### src/rtl/wtinv_pkg.sv
package wtinv_pkg;
    typedef enum logic [1:0] {
        ST_IDLE  = 2'd0,
        ST_WAIT  = 2'd1,
        ST_ISSUE = 2'd2
    } wtinv_state_e;
endpackage

### src/rtl/wtinv_line_store.sv
module wtinv_line_store #(
    parameter int IDX_W  = 3,
    parameter int TAG_W  = 9,
    parameter int DATA_W = 16
) (
    input  logic              clk,
    input  logic              rst_n,
    input  logic [IDX_W-1:0]  rd_idx,
    output logic              rd_valid,
    output logic [TAG_W-1:0]  rd_tag,
    output logic [DATA_W-1:0] rd_data,
    input  logic              snp_v,
    input  logic [IDX_W-1:0]  snp_idx,
    input  logic [TAG_W-1:0]  snp_tag,
    output logic              snp_kill,
    input  logic              fill_en,
    input  logic              upd_en,
    input  logic [IDX_W-1:0]  wr_idx,
    input  logic [TAG_W-1:0]  wr_tag,
    input  logic [DATA_W-1:0] wr_data
);
    localparam int NLINES = 1 << IDX_W;

    logic [NLINES-1:0] valid_q;
    logic [TAG_W-1:0]  tag_q  [NLINES];
    logic [DATA_W-1:0] data_q [NLINES];

    // A foreign write kills a line only if it is resident with that tag.
    assign snp_kill = snp_v && valid_q[snp_idx] && (tag_q[snp_idx] == snp_tag);

    assign rd_valid = valid_q[rd_idx];
    assign rd_tag   = tag_q[rd_idx];
    assign rd_data  = data_q[rd_idx];

    for (genvar g = 0; g < NLINES; g++) begin : g_line
        logic              v_q;
        logic [TAG_W-1:0]  t_q;
        logic [DATA_W-1:0] d_q;
        logic              sel_wr;
        logic              sel_snp;

        assign sel_wr  = (wr_idx == IDX_W'(g));
        assign sel_snp = snp_kill && (snp_idx == IDX_W'(g));

        always_ff @(posedge clk) begin
            if (!rst_n) begin
                v_q <= 1'b0;
                t_q <= '0;
                d_q <= '0;
            end else begin
                if (fill_en && sel_wr) begin
                    v_q <= 1'b1;
                    t_q <= wr_tag;
                end else if (sel_snp) begin
                    v_q <= 1'b0;
                end
                if ((fill_en || upd_en) && sel_wr) begin
                    d_q <= wr_data;
                end
            end
        end

        assign valid_q[g] = v_q;
        assign tag_q[g]   = t_q;
        assign data_q[g]  = d_q;
    end
endmodule

### src/rtl/wtinv_seq.sv
module wtinv_seq
    import wtinv_pkg::*;
(
    input  logic clk,
    input  logic rst_n,
    input  logic cpu_req,
    input  logic cpu_we,
    input  logic hit,
    input  logic collide,
    input  logic bus_gnt,
    output logic bus_req,
    output logic cmd_valid,
    output logic done,
    output logic fill_en,
    output logic upd_en,
    output logic sel_bus
);
    wtinv_state_e state_q, state_d;

    always_comb begin
        state_d = state_q;
        unique case (state_q)
            ST_IDLE:  if (cpu_req && (cpu_we || !hit)) state_d = ST_WAIT;
            ST_WAIT:  if (bus_gnt) state_d = ST_ISSUE;
            ST_ISSUE: state_d = ST_IDLE;
            default:  state_d = ST_IDLE;
        endcase
    end

    always_ff @(posedge clk) begin
        if (!rst_n) state_q <= ST_IDLE;
        else        state_q <= state_d;
    end

    always_comb begin
        bus_req   = 1'b0;
        cmd_valid = 1'b0;
        done      = 1'b0;
        fill_en   = 1'b0;
        upd_en    = 1'b0;
        sel_bus   = 1'b0;
        unique case (state_q)
            ST_IDLE:  done = cpu_req && !cpu_we && hit && !collide;
            ST_WAIT:  bus_req = 1'b1;
            ST_ISSUE: begin
                bus_req   = 1'b1;
                cmd_valid = 1'b1;
                done      = 1'b1;
                sel_bus   = 1'b1;
                fill_en   = !cpu_we;
                upd_en    = cpu_we && hit;
            end
            default: ;
        endcase
    end
endmodule

### src/rtl/wtinv_cache_ctrl.sv
module wtinv_cache_ctrl #(
    parameter int ADDR_W = 12,
    parameter int DATA_W = 16,
    parameter int IDX_W  = 3
) (
    input  logic              clk,
    input  logic              rst_n,
    input  logic              cpu_req,
    input  logic              cpu_we,
    input  logic [ADDR_W-1:0] cpu_addr,
    input  logic [DATA_W-1:0] cpu_wdata,
    output logic [DATA_W-1:0] cpu_rdata,
    output logic              cpu_done,
    output logic              bus_req,
    input  logic              bus_gnt,
    output logic              bus_cmd_valid,
    output logic              bus_cmd_wr,
    output logic [ADDR_W-1:0] bus_addr,
    output logic [DATA_W-1:0] bus_wdata,
    input  logic [DATA_W-1:0] bus_rdata,
    input  logic              snp_wr_valid,
    input  logic [ADDR_W-1:0] snp_addr
);
    localparam int TAG_W = ADDR_W - IDX_W;

    logic [IDX_W-1:0]  cpu_idx, s_idx;
    logic [TAG_W-1:0]  cpu_tag, s_tag, rd_tag;
    logic              rd_valid, hit, collide, snp_kill;
    logic [DATA_W-1:0] rd_data, fill_data;
    logic              cmd_valid, fill_en, upd_en, sel_bus;

    assign cpu_idx = cpu_addr[IDX_W-1:0];
    assign cpu_tag = cpu_addr[ADDR_W-1:IDX_W];
    assign s_idx   = snp_addr[IDX_W-1:0];
    assign s_tag   = snp_addr[ADDR_W-1:IDX_W];

    assign hit     = rd_valid && (rd_tag == cpu_tag);
    assign collide = snp_kill && (s_idx == cpu_idx);
    assign fill_data = cpu_we ? cpu_wdata : bus_rdata;

    wtinv_line_store #(.IDX_W(IDX_W), .TAG_W(TAG_W), .DATA_W(DATA_W)) u_store (
        .clk      (clk),
        .rst_n    (rst_n),
        .rd_idx   (cpu_idx),
        .rd_valid (rd_valid),
        .rd_tag   (rd_tag),
        .rd_data  (rd_data),
        .snp_v    (snp_wr_valid),
        .snp_idx  (s_idx),
        .snp_tag  (s_tag),
        .snp_kill (snp_kill),
        .fill_en  (fill_en),
        .upd_en   (upd_en),
        .wr_idx   (cpu_idx),
        .wr_tag   (cpu_tag),
        .wr_data  (fill_data)
    );

    wtinv_seq u_seq (
        .clk       (clk),
        .rst_n     (rst_n),
        .cpu_req   (cpu_req),
        .cpu_we    (cpu_we),
        .hit       (hit),
        .collide   (collide),
        .bus_gnt   (bus_gnt),
        .bus_req   (bus_req),
        .cmd_valid (cmd_valid),
        .done      (cpu_done),
        .fill_en   (fill_en),
        .upd_en    (upd_en),
        .sel_bus   (sel_bus)
    );

    assign bus_cmd_valid = cmd_valid;
    assign bus_cmd_wr    = cmd_valid && cpu_we;
    assign bus_addr      = cmd_valid ? cpu_addr : '0;
    assign bus_wdata     = (cmd_valid && cpu_we) ? cpu_wdata : '0;
    assign cpu_rdata     = sel_bus ? bus_rdata : rd_data;
endmodule

### config.mk
export PLATFORM = sky130hd
export DESIGN_NAME = wtinv_cache_ctrl
export DESIGN_NICKNAME = d
export VERILOG_FILES = /design/src/rtl/wtinv_pkg.sv /design/src/rtl/wtinv_line_store.sv /design/src/rtl/wtinv_seq.sv /design/src/rtl/wtinv_cache_ctrl.sv
export SDC_FILE = /design/constraint.sdc
export NUM_CORES = 1
export LEC_CHECK = 0
export BUFFER_PORTS_ARGS = -buffer_cell sky130_fd_sc_hd__buf_2
export CAP_MARGIN = 20
export CORE_MARGIN = 4
export CORE_UTILIZATION = 55
export DETAILED_ROUTE_END_ITERATION = 10
export PLACE_DENSITY = 0.76
export SYNTH_ARGS = -nofsm -noshare
export SYNTH_HDL_FRONTEND = slang
export SYNTH_SLANG_ARGS = --single-unit
### constraint.sdc
create_clock -name clk -period 8 [get_ports clk]
set_clock_uncertainty 0.05 [all_clocks]
set_input_delay 1.6 -clock clk [delete_from_list [all_inputs] [get_ports clk]]
set_output_delay 1.6 -clock clk [all_outputs]
set_load 0.1 [all_outputs]
==> run_results.csv, run 1 <==
group,metric,value,unit
routing,drt_pass1_iterations,5,
timing,post-route-period-util,0.793,
synthesis,synth_cell_types,44,
final_layout,syn2layout_area_growth,10.6,%
placement,portBuffers,109,
routing,via_per_inst,5.78,
timing,slew_headroom,0.231,
clock_network,tritoncts,"built",
clock_network,clk_latency,0.51,ns
clock_network,cts_root_buffer,"clkbuf_16",
critical_path,endpoint_kind,"output pin",
final_layout,diodes,0,
die,start_util,0.559,
synthesis,syn_area,0.0108,mm2
routing,wl_per_cell,19.2,um
synthesis,yosysWarningCount,0,
timing,drv_slew,0,
critical_path,path_class,"input port to output pin",
synthesis,synth-xor-area-share,0.0170,
clock_network,numCtsBuffers,22,
power_and_ir_drop,powerDensity,192,mW/mm2
clock_network,cts_setup_buffers,0,
grt,grt_pass1_wl,43800,um
synthesis,synth_edf_count,0,
critical_path,arrival,4.70,ns
synthesis,synth_ff_type,"dfxtp_1",
die,dieWidth,148,um
routing,vias,8320,
worst_hold_path,hold_depth,2,
power_and_ir_drop,power.static_leakage,0.00532,uW
synthesis,async_flop_share,0,
final_layout,final_cells,1440,
clock_network,htree_levels,1,
die,die_area,0.0220,mm2
synthesis,synth_compound_area_frac,0.0895,
critical_path,crit_path_max_fanout,46,
synthesis,synth_top_cell_area_share,0.388,
timing,rsz0062_at_grt,"false",
die,design.portCount,110,
power_and_ir_drop,finalPower,2300,uW
critical_path,start_kind,"input port",
die,die_height,148,um
synthesis,yosys-mux-area-fraction,0.302,
grt,grt_max_degree,131,
synthesis,synth_area_leaders,"dfxtp_1 (39%), mux2i_1 (15%), mux4_2 (13%)",
timing,tns,0,ns
routing,drc,0,
final_layout,fill_cells,1673,
synthesis,syn_nets,1178,
synthesis,synth_area_leader_cell,"dfxtp_1",
synthesis,synth_seq_cells,210,
run,maxCapViolCount,0,
power_and_ir_drop,ir_drop,0.000163,V
clock_network,clk_pin_slew,0.06,ns
synthesis,yosys.area_share.simple,0.150,
synthesis,synth_top_family_by_area,"multiplexers",
grt,grt_usage,0.248,
clock_network,clock_sinks,210,
run_status,status,"finished clean",
grt,grt_pass1_vias,8086,
clock_network,cts_resized,0,
routing,drt_iter0_markers,618,
critical_path,r2r_cells,8,
clock_network,cts_hold_buf,0,
timing,hold_violations,0,
routing,drt_wl_total,27700,um
grt,globalRouteOverflowTotal,0,
placement,dp_hpwl,17700,um
placement,gp_congestion,0.910,
final_layout,nets,1225,
timing,max_freq,0.158,GHz
placement,dp.cells,1400,
timing,tightest_slew,1.15,ns
synthesis,synthAdderAreaFrac,0.00346,
critical_path,worstPathRequired,6.35,ns
worst_hold_path,hp-class,"flip-flop to flip-flop",
synthesis,synthCells,1113,
routing,antenna_left,0,
clock_network,cts_buffer_depth,3,
die,coreArea,0.0194,mm2
grt,antenna_found_initial,0,
die,rows,51,
timing,setup_viol,0,
synthesis,syn_avg_cell_area,9.74,um2
timing,hold_ws,0.407,ns
timing,period_needed,6.35,ns
synthesis,seq_area_frac_synth,0.388,
final_layout,layout-drive-gt1-share,0.204,
per-layer routing:
layer / part of all wire / GRT usage
met4: 0.036 / 0.0845
met1: 0.42 / 0.325
met5: 0 / 0
met2: 0.49 / 0.422
met3: 0.048 / 0.0405
flip-flops by register name (all words and copies together) (netlist names):
| register | count |
|---|---|
| u_store.g_line.t_q | 72 |
| u_seq.state_q | 2 |
| u_store.g_line.d_q | 128 |
| u_store.g_line.v_q | 8 |
layout by cell type (no fill, tap or decap), types with 2 or more instances in the layout:
cell type	count
a2111oi_0	2
nor2b_1	10
nor2_1	17
mux2i_1	162
inv_1	6
clkbuf_8	4
nor4_1	3
nand2_1	324
buf_2	107
a31oi_1	6
a21o_1	8
mux2_2	23
clkbuf_1	5
xor2_1	10
ha_1	2
a21boi_0	72
and2_1	14
a41oi_1	2
mux4_2	62
nand3_1	3
o2111ai_1	2
xnor2_1	11
and3_1	17
a2bb2oi_1	3
dfxtp_1	210
o221ai_1	5
buf_4	7
clkinv_2	5
nand2b_1	3
o21ai_0	26
nor3_1	2
a22oi_1	2
clkbuf_16	22
critical path, cell delays in order:
cell and delay [ns]:
buf_4 0.57, buf_4 0.51, nand2b_1 0.24, o221ai_1 0.13, a22oi_1 0.25, xor2_1 0.10
nor2_1 0.13, nand4_2 0.30, o41ai_2 0.36, buf_2 0.48
metrics by stage:
step | area, um2 | setup WS (ns) | util
floorplan | 10900 | 1.26 | -
global placement | 11300 | 1.64 | 0.581
detailed placement | 11300 | 1.62 | 0.581
CTS | 12000 | 1.62 | 0.617
global route | 12000 | 1.35 | 0.618
finish | 12000 | 1.65 | 0.618
power breakdown:
group          leakage (uW)  internal (uW)  total [uW]  switching (uW)
Sequential          0.00169           1050        1050            3.36
Clock              0.000346            577         995             418
Combinational       0.00329           71.8         254             182
Yosys cell counts (all sizes together) (10+ instances only):
| library cell | count |
|---|---|
| dfxtp | 210 |
| clkbuf | 52 |
| a21boi | 72 |
| mux2 | 23 |
| buf | 41 |
| nor2b | 10 |
| o21ai | 26 |
| nand2 | 324 |
| xnor2 | 11 |
| xor2 | 10 |
| nor2 | 17 |
| and3 | 17 |
| mux2i | 162 |
| and2 | 14 |
| mux4 | 62 |
final cells by class:
| type | instances | area, um2 | share of cell area |
|---|---|---|---|
| clock buffers | 31 | 624 | 0.0521 |
| inverters | 7 | 26.3 | 0.00219 |
| flip-flops and latches | 210 | 4200 | 0.351 |
| clock inverters | 8 | 78.8 | 0.00657 |
| repair buffers | 116 | 619 | 0.0516 |
| well taps | 265 | 332 | 0.0276 |
| multi-input cells | 803 | 6110 | 0.509 |
logic make-up (layout without fill, tap and decap cells):
family,after synthesis,after routing
xor+xnor,21,21
compound gates,136,136
fa+ha+maj,3,3
simple gates,396,396
mux,247,247
flops,210,210
buf+inv,100,162
path summary, 6_finish.rpt:
kind	from	slack, ns	end
max	cpu_addr[0]	1.65	cpu_done
min reg2reg	u_store.g_line[7].d_q[11]	0.41	u_store.g_line[7].d_q[11]
max reg2reg	u_store.g_line[5].t_q[7]	5.05	u_store.g_line[7].d_q[8]
min	u_store.g_line[7].d_q[11]	0.41	u_store.g_line[7].d_q[11]
Power figures use the tool's default switching activity.
==> inputs of run 2 (changes only) <==
Settings changed: CORE_UTILIZATION 55 to 54, PLACE_DENSITY 0.76 to 0.78.
Clock period 8 ns to 5.5 ns, I/O delays scaled along.
==> run 2 against run 1 <==
Clock power up 66%. Wire length up 3.3%. Utilization up 0.45 points. Hold slack worse by 0.0013 ns. Combinational power up 48%. Global-route usage up 0.25 points. First-iteration DRC count up 31%. Critical path type unchanged. Largest cell class unchanged. Largest power group is now the clock network.
==> run_results.csv, run 2 (synthesis results as in run 1) <==
group,metric,value,unit
die,die_area,0.0224,mm2
clock_network,cts_setup_buffers,0,
run_status,status,"finished clean",
grt,antenna_found_initial,2,
critical_path,endpoint_kind,"output pin",
final_layout,top_register,"u_store.g_line.d_q",
timing,slew_headroom,0.233,
die,start_util,0.554,
die,die_height,150,um
power_and_ir_drop,ir_drop,0.000268,V
critical_path,crit_path_max_fanout,19,
worst_hold_path,hp-class,"flip-flop to flip-flop",
timing,setup_viol,0,
grt,globalRouteOverflowTotal,0,
routing,wl_per_cell,19.7,um
placement,dp_hpwl,18100,um
grt,grt_usage,0.251,
clock_network,clk_pin_slew,0.06,ns
die,coreArea,0.0196,mm2
critical_path,start_kind,"input port",
clock_network,cts_buffer_depth,3,
final_layout,nets,1235,
routing,drt_pass1_iterations,5,
die,design.portCount,110,
routing,via_per_inst,5.88,
placement,dp_slack,0.644,ns
timing,rsz0062_at_grt,"false",
power_and_ir_drop,power.static_leakage,0.00543,uW
critical_path,arrival,3.70,ns
timing,post-route-period-util,0.882,
routing,antenna_left,0,
placement,portBuffers,109,
clock_network,cts_root_buffer,"clkbuf_16",
routing,drt_iter0_markers,810,
clock_network,cts_resized,0,
power_and_ir_drop,swShare,0.251,
clock_network,clock_sinks,210,
routing,drc,0,
placement,gp_congestion,0.987,
power_and_ir_drop,powerDensity,292,mW/mm2
grt,use_met2,0.439,
power_and_ir_drop,power_frac_clock,0.464,
clock_network,numCtsBuffers,22,
routing,drt_wl_total,28600,um
final_layout,largestRegisters,"u_store.g_line.d_q (128), u_store.g_line.t_q (72), u_store.g_line.v_q (8)",
final_layout,layout.cells.most_common,"nand2_1",
timing,setup_ws,0.648,ns
grt,busiest_layer,"met2",
clock_network,htree_levels,1,
timing,max_freq,0.206,GHz
final_layout,largest_reg_flops,128,
grt,grtUsageMet1,0.315,
timing,hold_ws,0.406,ns
final_layout,syn2layout_area_growth,12.5,%
die,rows,51,
critical_path,worstPathRequired,4.35,ns
grt,gr-usage-met3,0.0427,
timing,hold_violations,0,
timing,period_needed,4.85,ns
grt,grt_pass1_wl,44700,um
final_layout,layout-drive-gt1-share,0.210,
power_and_ir_drop,internal_power,2670,uW
final_layout,final_cell_mix,"nand2_1 (324), dfxtp_1 (210), mux2i_1 (162), buf_2 (106), a21boi_0 (72)",
clock_network,clk_latency,0.52,ns
clock_network,cts_hold_buf,0,
grt,grt_pass1_vias,8497,
run,maxCapViolCount,0,
timing,drv_slew,0,
power_and_ir_drop,p_seq_frac,0.430,
power_and_ir_drop,p_comb_frac,0.106,
routing,vias,8531,
critical_path,path_class,"input port to output pin",
power_and_ir_drop,power_switching,893,uW
clock_network,tritoncts,"built",
die,dieWidth,150,um
timing,tightest_slew,1.15,ns
grt,grt_max_degree,128,
run 2: area by class of cell:
| type | instances | area (um2) |
|---|---|---|
| Inverter | 7 | 26.3 |
| Timing Repair Buffer | 126 | 713 |
| Clock buffer | 32 | 628 |
| Sequential cell | 210 | 4200 |
| Antenna cell | 1 | 2.50 |
| Multi-Input combinational cell | 803 | 6110 |
| Fill cell | 1605 | 7390 |
| Clock inverter | 7 | 185 |
| Tap cell | 265 | 332 |
run 2: critical path: stages:
cell and delay (ns):
buf_2 0.45, mux4_2 0.58, mux2i_1 0.20, xnor2_1 0.09
nor4_1 0.28, nand3_1 0.18, o41ai_1 0.44, o41ai_2 0.17
buf_12 0.19
run 2: per-stage QoR:
stage	area, um2	std cells	util	power (uW)	TNS (ns)
finish	12200	1451	0.623	3560	0
global placement	11400	1409	0.579	1940	0
detailed placement	11400	1409	0.579	1940	0
global route	12200	1451	0.623	3660	0
CTS	12200	1448	0.621	3580	0
floorplan	10900	1113	-	1860	-0.204
run 2: power groups by stage:
stage               Clock [uW]  Sequential, uW  Combinational, uW
finish                    1650            1530                377
CTS                       1670            1530                375
detailed placement           0            1570                374
global placement             0            1570                370
floorplan                    0            1570                291
global route              1720            1530                400
run 2: worst paths after layout:
kind | cells past startpoint | end | startpoint | slack (ns)
hold / removal | 2 | u_store.g_line[6].d_q[6] | u_store.g_line[6].d_q[6] | 0.41
hold reg to reg | 2 | u_store.g_line[6].d_q[6] | u_store.g_line[6].d_q[6] | 0.41
setup / recovery | 9 | cpu_done | snp_addr[1] | 0.65
setup reg to reg | 8 | u_store.g_line[3].v_q | u_seq.state_q[0] | 2.43
run 2: per-layer routing:
metal | share of wire | vias to the layer above
met4 | 0.030 | 2
met5 | 0.00045 | -
met1 | 0.40 | 4106
li1 | - | 3994
met3 | 0.071 | 79
met2 | 0.50 | 350
